<file path="src/rtl/sdma_pkg.sv">
package sdma_pkg;

  typedef enum logic [2:0] {
    SEL_ADDR   = 3'd0,
    SEL_BSIZE  = 3'd1,
    SEL_BCNT   = 3'd2,
    SEL_MODE   = 3'd3,
    SEL_HCTL   = 3'd4,
    SEL_STATUS = 3'd5
  } reg_sel_e;

  typedef enum logic [1:0] {
    ST_IDLE  = 2'd0,
    ST_RUN   = 2'd1,
    ST_PAUSE = 2'd2
  } eng_state_e;

  localparam int MODE_DMA_EN = 0;
  localparam int MODE_CNT_EN = 1;
  localparam int MODE_DIR    = 4;
  localparam int MODE_MULTI  = 5;
  localparam int HCTL_SEL_LO = 3;

  localparam int STS_DONE_BIT = 0;
  localparam int STS_DMA_BIT  = 3;
  localparam int STS_ERR_BIT  = 15;

  localparam int STS_NUM  = 3;
  localparam int STS_DONE = 0;
  localparam int STS_DMA  = 1;
  localparam int STS_ERR  = 2;

endpackage

</file>
<file path="src/rtl/sdma_cfg.sv">
module sdma_cfg
  import sdma_pkg::*;
#(
  parameter int SIZE_W    = 12,
  parameter int BND_W     = 3,
  parameter int WORD_LOG2 = 2,
  localparam int CFG_W    = SIZE_W + BND_W,
  localparam int BEAT_W   = SIZE_W + 1 - WORD_LOG2
) (
  input  logic              clk,
  input  logic              rst_n,
  input  logic              wr_en,
  input  reg_sel_e          sel,
  input  logic [CFG_W-1:0]  wdata,
  input  logic              count_zero,
  output logic [BEAT_W-1:0] blk_beats,
  output logic [BND_W-1:0]  bnd_code,
  output logic              cnt_en,
  output logic              dir_to_mem,
  output logic              multi,
  output logic              start
);

  logic [SIZE_W-1:0] blk_size;
  logic [1:0]        dma_sel;
  logic [SIZE_W:0]   rounded;
  logic [BEAT_W-1:0] raw_beats;

  always_ff @(posedge clk or negedge rst_n) begin
    if (!rst_n) begin
      blk_size   <= '0;
      bnd_code   <= '0;
      dma_sel    <= '0;
      cnt_en     <= 1'b0;
      dir_to_mem <= 1'b0;
      multi      <= 1'b0;
    end else if (wr_en) begin
      case (sel)
        SEL_BSIZE: begin
          blk_size <= wdata[SIZE_W-1:0];
          bnd_code <= wdata[CFG_W-1:SIZE_W];
        end
        SEL_MODE: begin
          cnt_en     <= wdata[MODE_CNT_EN];
          dir_to_mem <= wdata[MODE_DIR];
          multi      <= wdata[MODE_MULTI];
        end
        SEL_HCTL: dma_sel <= wdata[HCTL_SEL_LO+1:HCTL_SEL_LO];
        default: ;
      endcase
    end
  end

  always_comb begin
    rounded   = {1'b0, blk_size} + (SIZE_W+1)'((1 << WORD_LOG2) - 1);
    raw_beats = rounded[SIZE_W:WORD_LOG2];
    blk_beats = (raw_beats == '0) ? BEAT_W'(1) : raw_beats;
  end

  assign start = wr_en && (sel == SEL_MODE) && wdata[MODE_DMA_EN] &&
                 (dma_sel == 2'b00) &&
                 !(wdata[MODE_MULTI] && wdata[MODE_CNT_EN] && count_zero);

endmodule

</file>
<file path="src/rtl/sdma_addr_gen.sv">
module sdma_addr_gen #(
  parameter int ADDR_W        = 32,
  parameter int WORD_BYTES    = 4,
  parameter int BEAT_W        = 11,
  parameter int BND_W         = 3,
  parameter int BND_BASE_LOG2 = 12
) (
  input  logic              clk,
  input  logic              rst_n,
  input  logic              clr_beat,
  input  logic              load,
  input  logic [ADDR_W-1:0] load_val,
  input  logic              step,
  input  logic [BEAT_W-1:0] blk_beats,
  input  logic [BND_W-1:0]  bnd_code,
  output logic [ADDR_W-1:0] addr,
  output logic              blk_last,
  output logic              bnd_next
);

  logic [BEAT_W-1:0] beat_idx;
  logic [ADDR_W-1:0] step_addr;
  logic [ADDR_W-1:0] bnd_mask;

  always_comb begin
    step_addr = addr + ADDR_W'(WORD_BYTES);
    bnd_mask  = (ADDR_W'(1) << (BND_BASE_LOG2 + int'(bnd_code))) - ADDR_W'(1);
    bnd_next  = (step_addr & bnd_mask) == '0;
    blk_last  = beat_idx == (blk_beats - BEAT_W'(1));
  end

  always_ff @(posedge clk or negedge rst_n) begin
    if (!rst_n) begin
      addr     <= '0;
      beat_idx <= '0;
    end else begin
      if (load) addr <= load_val;
      else if (step) addr <= step_addr;

      if (clr_beat) beat_idx <= '0;
      else if (step) beat_idx <= blk_last ? '0 : beat_idx + BEAT_W'(1);
    end
  end

endmodule

</file>
<file path="src/rtl/sdma_status.sv">
module sdma_status #(
  parameter int NUM = 3
) (
  input  logic           clk,
  input  logic           rst_n,
  input  logic [NUM-1:0] set_vec,
  input  logic           clr_en,
  input  logic [NUM-1:0] clr_vec,
  output logic [NUM-1:0] sts
);

  for (genvar g = 0; g < NUM; g++) begin : g_bit
    always_ff @(posedge clk or negedge rst_n) begin
      if (!rst_n) sts[g] <= 1'b0;
      else if (set_vec[g]) sts[g] <= 1'b1;
      else if (clr_en && clr_vec[g]) sts[g] <= 1'b0;
    end
  end

endmodule

</file>
<file path="src/rtl/sdma_engine.sv">
module sdma_engine
  import sdma_pkg::*;
#(
  parameter int ADDR_W        = 32,
  parameter int WORD_BYTES    = 4,
  parameter int CNT_W         = 16,
  parameter int SIZE_W        = 12,
  parameter int BND_W         = 3,
  parameter int BND_BASE_LOG2 = 12
) (
  input  logic              clk,
  input  logic              rst_n,
  input  logic              reg_we,
  input  logic [2:0]        reg_sel,
  input  logic [31:0]       reg_wdata,
  output logic              mem_valid,
  input  logic              mem_ready,
  output logic [ADDR_W-1:0] mem_addr,
  output logic              mem_write,
  input  logic              data_err,
  output logic              busy,
  output logic [CNT_W-1:0]  blocks_left,
  output logic              sts_xfer_done,
  output logic              sts_dma_pause,
  output logic              sts_error
);

  localparam int WORD_LOG2 = $clog2(WORD_BYTES);
  localparam int BEAT_W    = SIZE_W + 1 - WORD_LOG2;
  localparam int CFG_W     = SIZE_W + BND_W;

  eng_state_e        state;
  reg_sel_e          sel;
  logic              active, cfg_we, start, step, last_xfer;
  logic              addr_wr, blk_last, bnd_next;
  logic [BEAT_W-1:0] blk_beats;
  logic [BND_W-1:0]  bnd_code;
  logic              cnt_en, multi;
  logic [STS_NUM-1:0] set_vec, clr_vec, sts;

  assign sel       = reg_sel_e'(reg_sel);
  assign active    = state != ST_IDLE;
  assign busy      = active;
  assign cfg_we    = reg_we && !active;
  assign mem_valid = state == ST_RUN;
  assign step      = (state == ST_RUN) && mem_ready && !data_err;
  assign addr_wr   = reg_we && (sel == SEL_ADDR) && (state != ST_RUN);
  assign last_xfer = blk_last && (!multi || (cnt_en && blocks_left == CNT_W'(1)));

  sdma_cfg #(.SIZE_W(SIZE_W), .BND_W(BND_W), .WORD_LOG2(WORD_LOG2)) u_cfg (
    .clk(clk), .rst_n(rst_n), .wr_en(cfg_we), .sel(sel),
    .wdata(reg_wdata[CFG_W-1:0]), .count_zero(blocks_left == '0),
    .blk_beats(blk_beats), .bnd_code(bnd_code), .cnt_en(cnt_en),
    .dir_to_mem(mem_write), .multi(multi), .start(start)
  );

  sdma_addr_gen #(
    .ADDR_W(ADDR_W), .WORD_BYTES(WORD_BYTES), .BEAT_W(BEAT_W),
    .BND_W(BND_W), .BND_BASE_LOG2(BND_BASE_LOG2)
  ) u_addr (
    .clk(clk), .rst_n(rst_n), .clr_beat(start), .load(addr_wr),
    .load_val(reg_wdata[ADDR_W-1:0]), .step(step), .blk_beats(blk_beats),
    .bnd_code(bnd_code), .addr(mem_addr), .blk_last(blk_last), .bnd_next(bnd_next)
  );

  always_ff @(posedge clk or negedge rst_n) begin
    if (!rst_n) blocks_left <= '0;
    else if (cfg_we && sel == SEL_BCNT) blocks_left <= reg_wdata[CNT_W-1:0];
    else if (step && blk_last && cnt_en && blocks_left != '0)
      blocks_left <= blocks_left - CNT_W'(1);
  end

  always_ff @(posedge clk or negedge rst_n) begin
    if (!rst_n) state <= ST_IDLE;
    else begin
      case (state)
        ST_IDLE:  if (start) state <= ST_RUN;
        ST_RUN: begin
          if (data_err) state <= ST_IDLE;
          else if (step) begin
            if (last_xfer) state <= ST_IDLE;
            else if (bnd_next) state <= ST_PAUSE;
          end
        end
        ST_PAUSE: begin
          if (data_err) state <= ST_IDLE;
          else if (addr_wr) state <= ST_RUN;
        end
        default: state <= ST_IDLE;
      endcase
    end
  end

  always_comb begin
    set_vec           = '0;
    set_vec[STS_DONE] = step && last_xfer;
    set_vec[STS_DMA]  = step && !last_xfer && bnd_next;
    set_vec[STS_ERR]  = active && data_err;
    clr_vec           = '0;
    clr_vec[STS_DONE] = reg_wdata[STS_DONE_BIT];
    clr_vec[STS_DMA]  = reg_wdata[STS_DMA_BIT];
    clr_vec[STS_ERR]  = reg_wdata[STS_ERR_BIT];
  end

  sdma_status #(.NUM(STS_NUM)) u_sts (
    .clk(clk), .rst_n(rst_n), .set_vec(set_vec),
    .clr_en(reg_we && sel == SEL_STATUS), .clr_vec(clr_vec), .sts(sts)
  );

  assign sts_xfer_done = sts[STS_DONE];
  assign sts_dma_pause = sts[STS_DMA];
  assign sts_error     = sts[STS_ERR];

endmodule

</file>
<file path="config.mk">
export PLATFORM = sky130hd
export DESIGN_NAME = sdma_engine
export DESIGN_NICKNAME = d
export VERILOG_FILES = /design/src/rtl/sdma_pkg.sv /design/src/rtl/sdma_cfg.sv /design/src/rtl/sdma_addr_gen.sv /design/src/rtl/sdma_status.sv /design/src/rtl/sdma_engine.sv
export SDC_FILE = /design/constraint.sdc
export NUM_CORES = 1
export LEC_CHECK = 0
export BUFFER_PORTS_ARGS = -buffer_cell sky130_fd_sc_hd__buf_2
export CORE_MARGIN = 5
export CORE_UTILIZATION = 45
export CTS_CLUSTER_SIZE = 24
export DETAILED_ROUTE_END_ITERATION = 8
export PLACE_DENSITY = 0.64
export SLEW_MARGIN = 20
export SYNTH_ARGS = -nofsm -noshare
export SYNTH_HDL_FRONTEND = slang
export SYNTH_SLANG_ARGS = --single-unit
</file>
<file path="constraint.sdc">
create_clock -name clk -period 7.5 [get_ports clk]
set_input_delay 1.125 -clock clk [delete_from_list [all_inputs] [get_ports clk]]
set_output_delay 1.125 -clock clk [all_outputs]
set_load 0.01 [all_outputs]
</file>
==> metrics.txt <==
GPL Wtd Cong=0.918; Die X=120 um; H-tree depth=3; placed instance area=5980 um2; top cells by count, synth=nand2_1, dfrtp_1, nor2_1; TritonRoute pass-1 iters=5; clk buf depth=2; Ys Warns=0; Crit Path Category=flip-flop to flip-flop; Crit. End Element=flip-flop; share of the synthesized area in the top cell type=38.9%; sequential power share=42.1%; P_leak=2.60 nW; startpoint types=flip-flop; sequential area share after synthesis=38.9%; mux contribution to synthesized area=4.33%; R2R Path Start=u_cfg.blk_size[7]; drt wl/cell=19.0 um; leading post-synthesis cells by cell area=dfrtp_1, nand2_1, xor2_1; largest net degree at the start of global routing=85; first-pass GRT wire length=26500 um; Hold Fails Final Rpt=0; port bufs=93; Combinational Power Share=30.9%; CP required=7.74 ns; Top Metal Used=met4; relative slew slack=29.4%; hold_sp=u_sts.sts[1]; final period utilization=62.6%; CTS resizes=0; most numerous cell in the Yosys netlist=nand2_1; fraction of registers with async set/reset=100%; TritonCTS Buffers=9; TritonCTS clock tree=built; Synth Area in Compound Gates=17.3%; Reg2Reg Depth=11; worst flop-to-flop path endpoint=u_addr.beat_idx[3]; Cell Rows=40; residual DRC count=0; Met3 Routed Length=923 um; final instance count without filler cells=845; RSZ-0062 raised after global routing=false; XOR/XNOR Fraction of Synth Area=7.95%; Syn Area/Cell=8.86 um2; worst hold path type=flip-flop to flip-flop; vias post-DR=5068; # hold bufs at CTS=0; wl on met1=7160 um; Hold Path End=u_sts.sts[1]; maxcap violations=0; Psw=0.631 mW; worst-margin pin slew=1.05 ns; die height=120 um; Die ar.=14300 um2; number of enable flip-flop cells after synthesis=0; I/O Pins=94; Setup violations, final=0; adder-cell share of the synthesized area=1.85%; gr ovfl total=0; Final ANT Viol Nets=0; leading area contributor after synthesis=dfrtp_1; total track usage=23.1%; Yosys reg bits=84; Clock Skews=0.00912 ns; dpl cells=829; metal2 WL=7560 um; worst-case vdd ir drop=119 uV; Peak Freq=0.213 GHz; status=finished, final reports clean; 1st-iter DRT viols=388; Clock power frac=27.0%; Initial Util=45.5%; Layout area overhead=16.2%; Arrival @ worst endpoint=4.93 ns; Core Box Area=11900 um2; Slew Limit Fails=0; ANT cells=0; clock sink total=84; Simple-Gate Fraction of Synth Area=26.5%; initial antenna violation count=0; switch share=37.8%; Worst-path clk slew=0.07 ns; Synth Cell Area=5400 um2; Final min period=4.70 ns; layout cells sized above 1=21.6%; hold-critical path depth=2; Int Pwr=1.04 mW; Syn Inst Count=609; PwrDens=266 nW/um2; Synth Flop Type=dfrtp_1; setup TNS=0 ns; reg2reg setup slack=2.80 ns; post-DR vias/cell=6.00; postcts setup bufs=0; largest family of logic cells by synthesized area=simple AND/OR/NAND/NOR gates; vias in the first global route=5090; DP Wirelength=11700 um; Max FO, Critical Path=11; nets=741; CP Launch Point=u_cfg.blk_size[7]; Synth cell types=69; DRT Wirelength=16000 um; later-pin clock latency in the skew report=0.35 ns; post-route cell area=6270 um2; root buffer cell=clkbuf_16
-- sequential cells by signal (all words and copies together) (netlist names) --
name	cells
u_addr.addr	32
blocks_left	16
u_cfg.blk_size	12
u_addr.beat_idx	11
u_cfg.bnd_code	3
u_sts.sts	3
state	2
u_cfg.dma_sel	2
u_cfg.cnt_en	1
u_cfg.dir_to_mem	1
u_cfg.multi	1
-- critical path: stages (launching register included) --
cell and delay (ns):
dfrtp_1 0.51, or4_4 0.65, nor4_4 0.32, nor2_1 0.08
ha_1 0.28, or4b_4 0.57, nand3_2 0.08, or3b_4 0.39
a2111oi_4 0.60, a31oi_1 0.51, and3_1 0.33, a221o_1 0.25
-- power by group through the flow --
stage | Sequential [mW] | Combinational [mW] | Clock, mW
finish | 0.702 | 0.515 | 0.451
global route | 0.719 | 0.573 | 0.476
CTS | 0.697 | 0.517 | 0.457
detailed placement | 0.704 | 0.513 | 0
global placement | 0.697 | 0.506 | 0
floorplan | 0.683 | 0.342 | 0
-- layer usage --
layer  global-route usage, %  vias to the layer above
met1                    30.9                     2466
met4                    8.16                        0
li1                        -                     2421
met5                       0                        -
met2                    37.5                      151
met3                    4.43                       30
-- through the flow --
stage	power, mW	utilization (%)	setup slack, ns	hold WS, ns
floorplan	1.03	-	3.55	0.473
global placement	1.20	50.4	2.99	0.468
detailed placement	1.22	50.4	2.85	0.475
CTS	1.67	52.9	2.85	0.498
global route	1.77	52.9	2.63	0.530
finish	1.67	52.9	2.80	0.486
-- area by class of cell --
| cell class | instances | area, um2 |
|---|---|---|
| well taps | 147 | 184 |
| clock buffers | 10 | 229 |
| multi-input cells | 489 | 3150 |
| flip-flops and latches | 84 | 2100 |
| clock inverters | 6 | 63.8 |
| inverters | 12 | 45.0 |
| repair buffers | 97 | 502 |
| fillers | 1134 | 5590 |
-- cells by family (layout without fill, tap and decap cells) --
family          after synthesis  in the layout
compound gates              135            135
mux                          21             21
other cells                   2              4
fa+ha+maj                     8              8
xor+xnor                     49             49
simple gates                272            272
buf+inv                      38            125
flops                        84             84
-- cell usage in the layout (no fill, tap or decap), types with 4 or more instances in the layout --
| cell type | instances |
|---|---|
| o21ai_0 | 42 |
| nand4b_1 | 4 |
| or3_1 | 10 |
| conb_1 | 4 |
| o211ai_1 | 11 |
| ha_1 | 8 |
| a31oi_1 | 10 |
| nor3_1 | 14 |
| and2_1 | 4 |
| or2_2 | 6 |
| nor2_1 | 44 |
| and3_1 | 13 |
| a221o_1 | 11 |
| xor2_1 | 27 |
| nand3_1 | 36 |
| a22o_1 | 5 |
| nor4_1 | 8 |
| a21oi_1 | 15 |
| buf_2 | 92 |
| buf_4 | 4 |
| dfrtp_1 | 84 |
| nand4_1 | 16 |
| xnor2_1 | 22 |
| inv_1 | 12 |
| nor4b_1 | 4 |
| nand2_1 | 86 |
| mux2_2 | 19 |
| clkbuf_16 | 9 |
| o311ai_1 | 4 |
-- worst max-delay path by stage --
stage,to,slack [ns],cells past startpoint
CTS,u_addr.beat_idx[3],2.85,11
global placement,u_addr.beat_idx[3],2.99,11
global route,u_addr.beat_idx[3],2.63,11
detailed placement,u_addr.beat_idx[3],2.85,11
floorplan,u_addr.beat_idx[4],3.55,13
finish,u_addr.beat_idx[3],2.80,11
Note: power is estimated with default switching activity, not from simulation.
